File: src/rtl/ddr_cal_pkg.sv
package ddr_cal_pkg;
  typedef enum logic [1:0] {
    CAL_IDLE = 2'd0,
    CAL_RUN  = 2'd1,
    CAL_BAD  = 2'd2
  } cal_state_e;
endpackage

File: src/rtl/ddr_cal_rst_sync.sv
module ddr_cal_rst_sync (
  input  logic clk,
  input  logic rst_n,
  output logic rst_n_sync
);
  logic meta_q;
  logic sync_q;

  always_ff @(posedge clk or negedge rst_n) begin
    if (!rst_n) begin
      meta_q <= 1'b0;
      sync_q <= 1'b0;
    end else begin
      meta_q <= 1'b1;
      sync_q <= meta_q;
    end
  end

  assign rst_n_sync = sync_q;
endmodule

File: src/rtl/ddr_cal_decode.sv
module ddr_cal_decode #(
  parameter int unsigned DATA_W  = 32,
  parameter int unsigned SEL_W   = 4,
  parameter int unsigned NUM_ENG = 2,
  parameter logic [NUM_ENG*SEL_W-1:0] ENG_CODES = {4'h5, 4'hC}
) (
  input  logic [DATA_W-2:0]  wr_low,
  output logic [NUM_ENG-1:0] hit
);
  localparam int unsigned LOW_W = DATA_W - 1;

  for (genvar e = 0; e < NUM_ENG; e++) begin : g_match
    logic [LOW_W-1:0] code_ext;
    assign code_ext = LOW_W'(ENG_CODES[e*SEL_W +: SEL_W]);
    assign hit[e]   = (wr_low == code_ext);
  end
endmodule

File: src/rtl/ddr_cal_fsm.sv
module ddr_cal_fsm
  import ddr_cal_pkg::*;
#(
  parameter int unsigned NUM_ENG = 2
) (
  input  logic               clk,
  input  logic               rst_n,
  input  logic               wr_start,
  input  logic [NUM_ENG-1:0] hit,
  input  logic [NUM_ENG-1:0] eng_ack,
  output logic               idle,
  output logic               busy,
  output logic               accept,
  output logic [NUM_ENG-1:0] eng_req,
  output logic [NUM_ENG-1:0] eng_done
);
  cal_state_e        state_q, state_d;
  logic [NUM_ENG-1:0] active_q, active_d;
  logic              act_en;

  assign idle     = (state_q == CAL_IDLE);
  assign busy     = !idle;
  assign accept   = idle && wr_start;
  assign eng_req  = (state_q == CAL_RUN) ? active_q : '0;
  assign eng_done = eng_req & eng_ack;

  always_comb begin
    state_d  = state_q;
    active_d = active_q;
    act_en   = 1'b0;
    unique case (state_q)
      CAL_IDLE: begin
        if (accept) begin
          act_en = 1'b1;
          if (|hit) begin
            state_d  = CAL_RUN;
            active_d = hit;
          end else begin
            state_d  = CAL_BAD;
            active_d = '0;
          end
        end
      end
      CAL_RUN: begin
        if (|eng_done) begin
          state_d  = CAL_IDLE;
          active_d = '0;
          act_en   = 1'b1;
        end
      end
      CAL_BAD: begin
        state_d = CAL_IDLE;
      end
      default: begin
        state_d  = CAL_IDLE;
        active_d = '0;
        act_en   = 1'b1;
      end
    endcase
  end

  always_ff @(posedge clk or negedge rst_n) begin
    if (!rst_n) begin
      state_q  <= CAL_IDLE;
      active_q <= '0;
    end else begin
      state_q <= state_d;
      if (act_en) active_q <= active_d;
    end
  end
endmodule

File: src/rtl/ddr_cal_status.sv
module ddr_cal_status #(
  parameter int unsigned SEL_W   = 4,
  parameter int unsigned NUM_ENG = 2
) (
  input  logic               clk,
  input  logic               rst_n,
  input  logic               load_sel,
  input  logic [SEL_W-1:0]   wr_sel,
  input  logic               accept,
  input  logic [NUM_ENG-1:0] hit,
  input  logic [NUM_ENG-1:0] eng_done,
  output logic [SEL_W-1:0]   sel_q,
  output logic               err_q,
  output logic               valid_q,
  output logic [NUM_ENG-1:0] flag_q
);
  logic               defined_start;
  logic               err_en, err_d;
  logic               valid_en, valid_d;
  logic               prior_ok;
  logic [NUM_ENG-1:0] flag_d;

  assign defined_start = accept && (|hit);
  assign err_en        = accept;
  assign err_d         = !(|hit);

  always_comb begin
    prior_ok = 1'b1;
    for (int e = 0; e < NUM_ENG - 1; e++) begin
      prior_ok = prior_ok & flag_q[e];
    end
  end

  always_comb begin
    valid_en = 1'b0;
    valid_d  = valid_q;
    if (defined_start) begin
      valid_en = 1'b1;
      valid_d  = 1'b0;
    end else if (eng_done[NUM_ENG-1] && prior_ok) begin
      valid_en = 1'b1;
      valid_d  = 1'b1;
    end
  end

  for (genvar e = 0; e < NUM_ENG; e++) begin : g_flag
    always_comb begin
      flag_d[e] = flag_q[e];
      if (accept && hit[e]) flag_d[e] = 1'b0;
      else if (eng_done[e]) flag_d[e] = 1'b1;
    end
  end

  always_ff @(posedge clk or negedge rst_n) begin
    if (!rst_n) begin
      sel_q   <= '0;
      err_q   <= 1'b0;
      valid_q <= 1'b0;
      flag_q  <= '0;
    end else begin
      if (load_sel) sel_q <= wr_sel;
      if (err_en) err_q <= err_d;
      if (valid_en) valid_q <= valid_d;
      flag_q <= flag_d;
    end
  end
endmodule

File: src/rtl/ddr_cal_ctrl.sv
module ddr_cal_ctrl #(
  parameter int unsigned DATA_W    = 32,
  parameter int unsigned SEL_W     = 4,
  parameter int unsigned NUM_ENG   = 2,
  parameter logic [NUM_ENG*SEL_W-1:0] ENG_CODES = {4'h5, 4'hC},
  parameter int unsigned ERR_BIT   = 8,
  parameter int unsigned VALID_BIT = 9,
  parameter int unsigned FLAG_LSB  = 10
) (
  input  logic               clk,
  input  logic               rst_n,
  input  logic               cfg_wr_en,
  input  logic [DATA_W-1:0]  cfg_wr_data,
  output logic [DATA_W-1:0]  cfg_rd_data,
  output logic [NUM_ENG-1:0] eng_req,
  input  logic [NUM_ENG-1:0] eng_ack
);
  localparam int unsigned START_BIT = DATA_W - 1;

  logic               rst_n_int;
  logic [NUM_ENG-1:0] hit;
  logic               idle, busy, accept;
  logic [NUM_ENG-1:0] eng_done;
  logic [SEL_W-1:0]   sel_q;
  logic               err_q, valid_q;
  logic [NUM_ENG-1:0] flag_q;
  logic               wr_start;
  logic               load_sel;

  assign wr_start = cfg_wr_en && cfg_wr_data[START_BIT];
  assign load_sel = cfg_wr_en && idle;

  ddr_cal_rst_sync u_rst (
    .clk        (clk),
    .rst_n      (rst_n),
    .rst_n_sync (rst_n_int)
  );

  ddr_cal_decode #(
    .DATA_W    (DATA_W),
    .SEL_W     (SEL_W),
    .NUM_ENG   (NUM_ENG),
    .ENG_CODES (ENG_CODES)
  ) u_dec (
    .wr_low (cfg_wr_data[START_BIT-1:0]),
    .hit    (hit)
  );

  ddr_cal_fsm #(
    .NUM_ENG (NUM_ENG)
  ) u_fsm (
    .clk      (clk),
    .rst_n    (rst_n_int),
    .wr_start (wr_start),
    .hit      (hit),
    .eng_ack  (eng_ack),
    .idle     (idle),
    .busy     (busy),
    .accept   (accept),
    .eng_req  (eng_req),
    .eng_done (eng_done)
  );

  ddr_cal_status #(
    .SEL_W   (SEL_W),
    .NUM_ENG (NUM_ENG)
  ) u_stat (
    .clk      (clk),
    .rst_n    (rst_n_int),
    .load_sel (load_sel),
    .wr_sel   (cfg_wr_data[SEL_W-1:0]),
    .accept   (accept),
    .hit      (hit),
    .eng_done (eng_done),
    .sel_q    (sel_q),
    .err_q    (err_q),
    .valid_q  (valid_q),
    .flag_q   (flag_q)
  );

  always_comb begin
    cfg_rd_data                        = '0;
    cfg_rd_data[START_BIT]             = busy;
    cfg_rd_data[SEL_W-1:0]             = sel_q;
    cfg_rd_data[ERR_BIT]               = err_q;
    cfg_rd_data[VALID_BIT]             = valid_q;
    cfg_rd_data[FLAG_LSB +: NUM_ENG]   = flag_q;
  end
endmodule

File: config.mk
export PLATFORM = sky130hd
export DESIGN_NAME = ddr_cal_ctrl
export DESIGN_NICKNAME = d
export VERILOG_FILES = /design/src/rtl/ddr_cal_pkg.sv /design/src/rtl/ddr_cal_rst_sync.sv /design/src/rtl/ddr_cal_decode.sv /design/src/rtl/ddr_cal_fsm.sv /design/src/rtl/ddr_cal_status.sv /design/src/rtl/ddr_cal_ctrl.sv
export SDC_FILE = /design/constraint.sdc
export NUM_CORES = 1
export LEC_CHECK = 0
export ABC_AREA = 0
export BUFFER_PORTS_ARGS = -buffer_cell sky130_fd_sc_hd__buf_2
export CORE_MARGIN = 2
export CORE_UTILIZATION = 38
export CTS_BUF_LIST = sky130_fd_sc_hd__clkbuf_16
export DETAILED_ROUTE_END_ITERATION = 6
export PLACE_DENSITY = 0.85
export SYNTH_ARGS = -nofsm -noshare
export SYNTH_HDL_FRONTEND = slang
export SYNTH_SLANG_ARGS = --single-unit
export TNS_END_PERCENT = 30
File: constraint.sdc
create_clock -name clk -period 1 [get_ports clk]
set_input_delay 0 -clock clk [delete_from_list [all_inputs] [get_ports clk]]
set_output_delay 0 -clock clk [all_outputs]
set_load 0.05 [all_outputs]
### After elaboration in Yosys (flattened, before gate mapping)

Index checks and enable logic that the tools add are counted.

| operators by class | value |
|---|---|
| $add $sub $neg | 0 |
| shifts and indexed selects | 0 |
| bitwise operators | 2 |
| order comparisons | 0 |
| multipliers | 0 |
| eq/ne operators | 6 |
| multiplexer cells | 19 |
| div/mod/pow operators | 0 |
| reduce and logical (&&, ||, !) cells | 18 |

Operators with widths:

| cell | number |
|---|---|
| equality test 31 x 3 -> 1 bit, second input constant | 1 |
| equality test 31 x 4 -> 1 bit, second input constant | 1 |
| 2-to-1 mux 2 bit | 6 |
| 2-to-1 mux 1 bit | 10 |
| logical AND 1 bit | 7 |
| one-hot mux 2 bit (3 select lines) | 1 |
| nonzero test 2 bit | 3 |
| one-hot mux 2 bit (2 select lines) | 1 |
| AND reduction 2 bit | 2 |
| AND reduction 4 bit | 1 |
| OR reduction 2 bit | 2 |
| one-hot mux 1 bit (3 select lines) | 1 |
| AND 2 bit | 1 |
| equality test 2 x 1 -> 1 bit, second input constant | 1 |
| equality test 2 bit, second input constant | 1 |
| logical NOT 1 bit | 2 |
| logical NOT 2 bit | 1 |
| inequality test 2 x 1 -> 1 bit, second input constant | 1 |
| inequality test 2 bit, second input constant | 1 |
| NOT 1 bit | 1 |

| word-level totals | value |
|---|---|
| flip-flop bits (word level) | 14 |
| memories | 0 |
| ROM bits | 0 |
| latch bits | 0 |
| input port bits | 37 |
| bits in writable memories | 0 |

### Logic depth before layout (Yosys ltp)

Gate-level depths: netlist (run 1).

| logic depth | value |
|---|---|
| depth in word-level cells | 7 |
| gate-level depth with buffers | 4 |

### By module

A second synthesis (run 1) with hierarchy kept.

| second synthesis, totals | value |
|---|---|
| cells, all modules | 94 |
| area total of the unflattened synthesis | 895.9 µm² |

Modules (own cells, without submodules):

| module | cells each | sequential area each (µm²) | times used | area an instance (µm²) |
|---|---|---|---|---|
| ddr_cal_status | 21 | 200.2 | 1 | 292.8 |
| ddr_cal_fsm | 27 | 100.1 | 1 | 246.5 |
| ddr_cal_ctrl | 29 | 0.0 | 1 | 211.5 |
| ddr_cal_decode | 14 | 0.0 | 1 | 91.3 |
| ddr_cal_rst_sync | 3 | 50.0 | 1 | 53.8 |

### Least setup slack after synthesis (run 1)

No wires, ideal clock.

| path | value |
|---|---|
| path kind | reg2reg |
| from | reg u_fsm.state_q[0] |
| to | reg u_stat.sel_q[0] |
| data required time | 0.875 ns |
| arrival time | 1.177 ns |
| stages on the path, launching flop included | 4 |
| slack | -0.302 ns |
| path buffers | 0 |
| library setup time | 0.125 ns |
| cell sequence | dfrtp_1 or2_4 nor2_1 mux2_2 |

| on the way | value |
|---|---|
| longest elaborated chain between the ends | 2 |

RTL lines:

| what | RTL line | source |
|---|---|---|
| start: declaration | ddr_cal_fsm.sv:17 | `cal_state_e state_q, state_d;` |
| start signal: assignment | ddr_cal_fsm.sv:67 | `state_q <= state_d;` |
| logical NOT 2 bit | ddr_cal_fsm.sv:21 | `assign idle = (state_q == CAL_IDLE);` |
| logical AND 1 bit | ddr_cal_ctrl.sv:31 | `assign load_sel = cfg_wr_en && idle;` |
| end signal: assignment | ddr_cal_status.sv:61 | `if (load_sel) sel_q <= wr_sel;` |
| end: declaration | ddr_cal_status.sv:12 | `output logic [SEL_W-1:0] sel_q,` |

Every way passes these cells.
A chain may end at the register's enable or synchronous reset.

### Final worst setup path (run 1)

| path | value |
|---|---|
| from | reg u_fsm.state_q[0] |
| to | reg u_stat.flag_q[0] |

| on the way | value |
|---|---|
| longest elaborated chain between the ends | 4 |
| elaborated cells on any way between the ends | 8 |
| classes of those cells | 1 x eq/ne; 2 x mux; 1 x bitwise; 4 x reduce/logical |

RTL lines:

| what | RTL line | source |
|---|---|---|
| equality test 2 x 1 -> 1 bit or logical NOT 2 bit (tied branches) | ddr_cal_fsm.sv:24, ddr_cal_fsm.sv:21 |  |
| 2-to-1 mux 2 bit or logical AND 1 bit (tied branches) | ddr_cal_fsm.sv:24, ddr_cal_fsm.sv:23 |  |
| AND 2 bit or logical AND 1 bit (tied branches) | ddr_cal_fsm.sv:25, ddr_cal_status.sv:49 |  |
| nonzero test 2 bit (no line) or 2-to-1 mux 1 bit (tied branches) | - |  |
| end signal: assignment | ddr_cal_status.sv:64 | `flag_q <= flag_d;` |
| end: declaration | ddr_cal_status.sv:15 | `output logic [NUM_ENG-1:0] flag_q` |

Several ways; a longest one is shown, not always the timed one.

==> results by group, run 1 <==
Worst setup path
  • Critical Path AT: 1.44 ns
  • CP Class: flop to flop
  • Worst-path fanout max: 4
  • R2R Setup Slk: -0.32 ns
  • FF-to-FF Start: u_fsm.state_q[0]
  • Crit Reg-Reg Endpoint: u_stat.flag_q[0]
  • Critical path endpoint: u_stat.flag_q[0]
  • Worst setup path start: u_fsm.state_q[0]
  • Crit end category: flop
  • Worst reg2reg path depth: 4
  • Startpoint Class: flop
  • Worst EP required: 1.12 ns

Route
  • Initial DRC Count: 9
  • Antenna-violating nets left: 0
  • WL/cell: 11.26 µm
  • Vias: 769
  • Drt first pass iters: 2
  • Post-Route WL: 1915 µm
  • Detailed-route DRC error count: 0
  • Avg Vias per Cell: 4.524

Cells and area
  • Ant diodes: 0
  • Fin nets: 180
  • Fraction of layout cells with a size suffix above 1: 52.82%
  • Util after Layout: 56.06%
  • Filler cells: 194
  • Post-route design area: 1216 µm²
  • Final std cells w/o fill: 170
  • Area Overhead vs Synth: 41.90%

Pwr
  • Pwr/cell area: 1500 nW/µm²
  • IR drop worst, VDD: 0.001340 V
  • Tot Pwr: 1.824 mW
  • Leak Pwr: 0.6515 nW

Place
  • HPWL Detailed: 1593 µm
  • Dpl cells: 163
  • Placed Area: 1070 µm²
  • Final GP Congestion: 0.8574
  • Buffers on Ports: 47

STA
  • Tmin final: 1.323 ns
  • Setup violators final: 15
  • Fmax: 756.1 MHz
  • Final Max Tran Viols: 0
  • RSZ-0062 raised after global routing: yes
  • Final WS setup: -0.3226 ns
  • Skew final: 0.001692 ns
  • Final hold slack: 0.008139 ns
  • Tcrit/Tclk final: 132.3%
  • Final hold violation count: 0

Status
  • Failing checks: setup timing
  • Outcome: finished, violations left

Clock network
  • CTS max path bufs: 2
  • Clock Sinks: 14
  • TritonCTS clock tree: yes
  • Clk Tree Root Cell: clkbuf_16
  • Worst-skew pair later-pin latency: 0.24 ns
  • CTS clock-pin slew for the worst setup and hold paths: 0.05 ns
  • CTS buffer count: 3
  • H-Tree Depth: 1

Die
  • Die Width: 51.49 µm
  • Ports: 71
  • Initial core utilization: 39.50%
  • Standard-cell row count: 17
  • Die ar.: 2651 µm²
  • Die height: 51.49 µm
  • Core box area: 2170 µm²

Synthesis
  • Yosys cell types: 25
  • Seq/Total Area, Yosys: 40.88%
  • Synth Instances: 85
  • Yosys warnings: 0
  • #FFs+latches synth: 14
  • Netlist Area Pre-Place: 857.1 µm²
  • Syn Area/Cell: 10.08 µm²

Job
  • Max-cap viol count: 0

GRT
  • Met2 Usage GRT: 30.13%
  • Global route total overflow: 0
  • Met3 Use GR: 1.149%
  • Overall routing resource usage: 15.13%
  • Largest net degree at the start of global routing: 13
  • Gr busiest metal: met2
  • Global-route wire length before repair: 3029 µm
  • Initial antenna violation count: 0
  • Grt met1 use: 15.93%
  • Vias in the first global route: 740

Min path
  • Hold Crit Class: primary input to flop
==> final cells by class <==
cell class	count	area [µm²]	share of cell area, %
Clock buffer	3	75.07	6.173
Clock inverter	1	3.754	0.3086
Inverter	2	7.507	0.6173
Multi-Input combinational cell	65	407.9	33.54
Sequential cell	14	350.3	28.81
Tap cell	28	35.03	2.881
Timing Repair Buffer	57	336.6	27.67
==> per-layer routing <==
layer	up-vias	part of all wire, %	routed length [µm]
met2	49	53	1006
met3	2	9.3	179
met1	356	37	714
met5	-	0	0
met4	0	0.73	14
li1	362	-	-
==> sequential cells by signal, summed over array words and instances (netlist names) <==
register	flops
u_rst.meta_q	1
u_stat.valid_q	1
u_rst.rst_n_sync	1
u_fsm.active_q	2
u_fsm.state_q	2
u_stat.sel_q	4
u_stat.flag_q	2
u_stat.err_q	1
==> cell usage after synthesis <==
| cell | count | area share [%] |
|---|---|---|
| and2b_2 | 1 | 1.0 |
| a22oi_1 | 2 | 1.8 |
| a31oi_1 | 2 | 1.5 |
| a22o_1 | 1 | 1.0 |
| nand2_1 | 2 | 0.88 |
| inv_1 | 2 | 0.88 |
| conb_1 | 2 | 0.88 |
| or2_4 | 2 | 2.0 |
| dfrtp_1 | 14 | 41 |
| nor2_1 | 2 | 0.88 |
| xor2_1 | 1 | 1.0 |
| buf_4 | 26 | 23 |
| a22o_2 | 1 | 1.2 |
| nor3_1 | 1 | 0.58 |
| and2_1 | 2 | 1.5 |
| nor4_1 | 6 | 4.4 |
| nand4_1 | 2 | 1.5 |
| mux2_2 | 4 | 5.3 |
| a41oi_1 | 1 | 1.0 |
| nor3b_2 | 2 | 2.9 |
| o21ai_0 | 1 | 0.58 |
| nor2b_1 | 2 | 1.5 |
| a21bo_2 | 1 | 1.2 |
| a21oi_1 | 4 | 2.3 |
| nor2_2 | 1 | 0.73 |
==> where the power goes <==
part / total [mW] / switching (mW) / internal (mW)
sequential: 0.616 / 0.0201 / 0.596
combinational: 0.460 / 0.346 / 0.114
clock: 0.748 / 0.220 / 0.528
total: 1.82 / 0.586 / 1.24
==> cells by family (layout without fill, tap and decap cells) <==
group                  Yosys count  after routing  synth area share [%]
other                            2             24                0.8762
flip-flops                      14             14                 40.88
AO/OA/AOI/OAI                   13             13                 10.51
AND/OR/NAND/NOR                 23             23                 17.81
multiplexers                     4              4                 5.255
buffers and inverters           28             63                 23.65
XOR/XNOR                         1              1                 1.022
==> per-stage QoR <==
step	setup slack, ns	TNS (ns)
finish	-0.3226	-4.089
global route	-0.3629	-4.708
CTS	-0.3206	-4.130
detailed placement	-0.3782	-4.131
global placement	-0.3139	-3.632
floorplan	-0.2805	-2.904
==> worst min path at each step <==
stage	start	end	slack [ns]	cells past startpoint
5_1_grt	cfg_wr_data[2]	u_stat.sel_q[2]	0.01	2
2_1_floorplan	rst_n	u_rst.meta_q	-0.30	0
3_5_place_dp	rst_n	u_rst.meta_q	-0.21	1
6_report	cfg_wr_data[2]	u_stat.sel_q[2]	0.008	2
3_3_place_gp	rst_n	u_rst.meta_q	-0.21	1
4_1_cts	cfg_wr_data[2]	u_stat.sel_q[2]	0.005	2
==> critical path, stage by stage, from the launching register on <==
cell	delay (ns)
dfrtp_1	0.37
or2_4	0.26
or2_4	0.26
nor3b_4	0.20
a21oi_1	0.10
==> what timing repair did <==
item,in CTS,in global routing
setup buffers,2,0
hold endpoints to repair,2,0
pin swaps,2,2
endpoints found under the setup margin,15,15
hold buffers,1,0
gates resized for setup,12,0
==> placed cells by master, fill, tap and decap left out, types with 2 or more instances in the layout <==
| master | netlist | layout |
|---|---|---|
| dfrtp_1 | 14 | 14 |
| buf_4 | 26 | 8 |
| nand2_1 | 2 | 2 |
| nor2_2 | 1 | 2 |
| buf_8 | 0 | 2 |
| or2_4 | 2 | 2 |
| inv_1 | 2 | 2 |
| a31oi_1 | 2 | 2 |
| nor4_1 | 6 | 6 |
| buf_2 | 0 | 45 |
| a21oi_1 | 4 | 4 |
| nand4_1 | 2 | 2 |
| conb_1 | 2 | 24 |
| a22oi_1 | 2 | 2 |
| clkbuf_16 | 0 | 3 |
| and2_4 | 0 | 2 |
| mux2_2 | 4 | 4 |
Power figures use the tool's default switching activity.
==> run 2: changes to the inputs <==
--- a/config.mk
+++ b/config.mk
@@ -7,9 +7,8 @@
 export LEC_CHECK = 0
 export ABC_AREA = 0
 export BUFFER_PORTS_ARGS = -buffer_cell sky130_fd_sc_hd__buf_2
-export CORE_MARGIN = 2
 export CORE_UTILIZATION = 38
-export CTS_BUF_LIST = sky130_fd_sc_hd__clkbuf_16
+export CTS_BUF_LIST = sky130_fd_sc_hd__clkbuf_8 sky130_fd_sc_hd__clkbuf_16
 export DETAILED_ROUTE_END_ITERATION = 6
 export PLACE_DENSITY = 0.85
 export SYNTH_ARGS = -nofsm -noshare
==> run 2 against run 1 <==
  * The flow still finishes with violations (setup timing)
  * Utilization rose by 1.8 points
  * Non-clock buffer count fell by 1
  * Clock-buffer cell count rose by 1
  * Clock power fell by 28%
  * Combinational power barely moved
  * Critical path depth did not move
  * Worst hold slack improved by 0.059 ns
  * Sequential power barely moved
  * Fmax fell by 0.18%
  * Critical endpoint is now u_fsm.state_q[0]
  * Highest routed layer unchanged
==> results by group, run 2 (synthesis results as in run 1) <==
GRT
  • Global route total overflow: 0
  • Initial antenna violation count: 0
  • Overall routing resource usage: 14.87%
  • Global-route wire length before repair: 2628 µm
  • Largest net degree at the start of global routing: 13
  • Vias in the first global route: 618

Worst setup path
  • Worst-path fanout max: 4
  • Worst EP required: 1.18 ns
  • R2R Setup Slk: -0.32 ns
  • Critical Path AT: 1.51 ns
  • CP Class: flop to flop
  • Startpoint Class: flop
  • Crit end category: flop

Route
  • Antenna-violating nets left: 0
  • Detailed-route DRC error count: 0
  • Vias: 743
  • Avg Vias per Cell: 4.423
  • WL/cell: 11.10 µm
  • Post-Route WL: 1864 µm
  • Drt first pass iters: 4
  • Initial DRC Count: 2

Place
  • Placed Area: 1054 µm²
  • Dpl cells: 160
  • HPWL Detailed: 1537 µm
  • Buffers on Ports: 47
  • Final GP Congestion: 0.7337
  • Setup WS pre-CTS: -0.3170 ns

STA
  • Final hold violation count: 0
  • Tcrit/Tclk final: 132.5%
  • Skew final: 0.003090 ns
  • Final WS setup: -0.3250 ns
  • Final hold slack: 0.06748 ns
  • Fmax: 754.7 MHz
  • Final Max Tran Viols: 0
  • Setup TNS: -4.015 ns
  • Setup violators final: 15
  • Tmin final: 1.325 ns
  • RSZ-0062 raised after global routing: yes

Clock network
  • Worst-skew pair later-pin latency: 0.24 ns
  • CTS buffer count: 3
  • Clk Tree Root Cell: clkbuf_8
  • Clock Sinks: 14
  • CTS clock-pin slew for the worst setup and hold paths: 0.05 ns
  • CTS max path bufs: 2
  • TritonCTS clock tree: yes
  • H-Tree Depth: 1

Cells and area
  • Fin nets: 179
  • Area Overhead vs Synth: 37.96%
  • Post-route design area: 1182 µm²
  • Fraction of layout cells with a size suffix above 1: 51.77%
  • Commonest non-fill, non-tap cell in the layout: buf_2
  • Final std cells w/o fill: 168
  • Max FFs per register: 4
  • Util after Layout: 57.90%
  • Most frequent cells in the layout: 45 x buf_2, 24 x conb_1, 14 x dfrtp_1
  • Filler cells: 180
  • Ant diodes: 0
  • Top reg by flops: u_stat.sel_q

Min path
  • Hold Crit Class: primary input to asynchronous set/reset pin

Die
  • Ports: 71
  • Core box area: 2042 µm²
  • Standard-cell row count: 16
  • Die Width: 49.49 µm
  • Initial core utilization: 41.97%
  • Die height: 49.49 µm
  • Die ar.: 2449 µm²

Pwr
  • Tot Pwr: 1.619 mW
  • IR drop worst, VDD: 0.001124 V
  • Leak Pwr: 0.6295 nW
  • Pwr/cell area: 1369 nW/µm²

Job
  • Max-cap viol count: 0

Status
  • Outcome: finished, violations left
  • Failing checks: setup timing
## run 2: changes by cell type in the layout (fill, tap and decap cells not counted)
cell	change
clkbuf_16	-3
nor3b_2	+1
clkinv_1	-1
buf_4	-3
clkbuf_8	+4
dlygate4sd3_1	+2
nor3b_4	-1
## run 2: area by class of cell
type / instances / area (µm²) / share of cell area [%]
timing repair buffer: 56 / 334.1 / 28.25
multi-input combinational: 65 / 401.6 / 33.97
tap: 27 / 33.78 / 2.857
inverter: 2 / 7.507 / 0.6349
sequential: 14 / 350.3 / 29.63
clock buffer: 4 / 55.05 / 4.656
## run 2: routing by layer
| layer | routed length [µm] | track usage, % |
|---|---|---|
| met1 | 735 | 15.59 |
| met2 | 936 | 24.43 |
| met3 | 135 | 6.173 |
| met4 | 57 | 9.524 |
| met5 | 0 | 0 |
## run 2: power by group
part	internal [mW]	total (mW)	switching, mW	leakage, nW
clock network	0.349	0.540	0.191	0.0288
registers	0.595	0.617	0.0221	0.176
logic	0.118	0.462	0.344	0.425
total	1.06	1.62	0.558	0.629
## run 2: worst max-delay path, cell delays in order (launching register included)
cell     delay (ns)
dfrtp_1        0.37
or2_4          0.26
or2_4          0.26
and2b_2        0.24
a21bo_2        0.14
## run 2: timing repair
item,4_1_cts,5_1_grt
buffers inserted,1,0
resized for setup,11,0
pin swaps,2,3
endpoints found under the setup margin,15,15
hold endpoints to repair,3,1
hold buffers,2,1
## run 2: path summary, 6_finish.rpt
| kind | from | endpoint | cells after the start |
|---|---|---|---|
| setup reg to reg | u_fsm.state_q[0] | u_fsm.state_q[0] | 4 |
| hold / removal | rst_n | u_rst.meta_q | 2 |
| max in group asynchronous | u_rst.rst_n_sync | u_stat.sel_q[2] | 0 |
| setup / recovery | u_fsm.state_q[0] | u_fsm.state_q[0] | 4 |
| min in group clk | eng_ack[0] | u_stat.flag_q[0] | 3 |
| hold reg to reg | u_rst.rst_n_sync | u_fsm.active_q[0] | 0 |
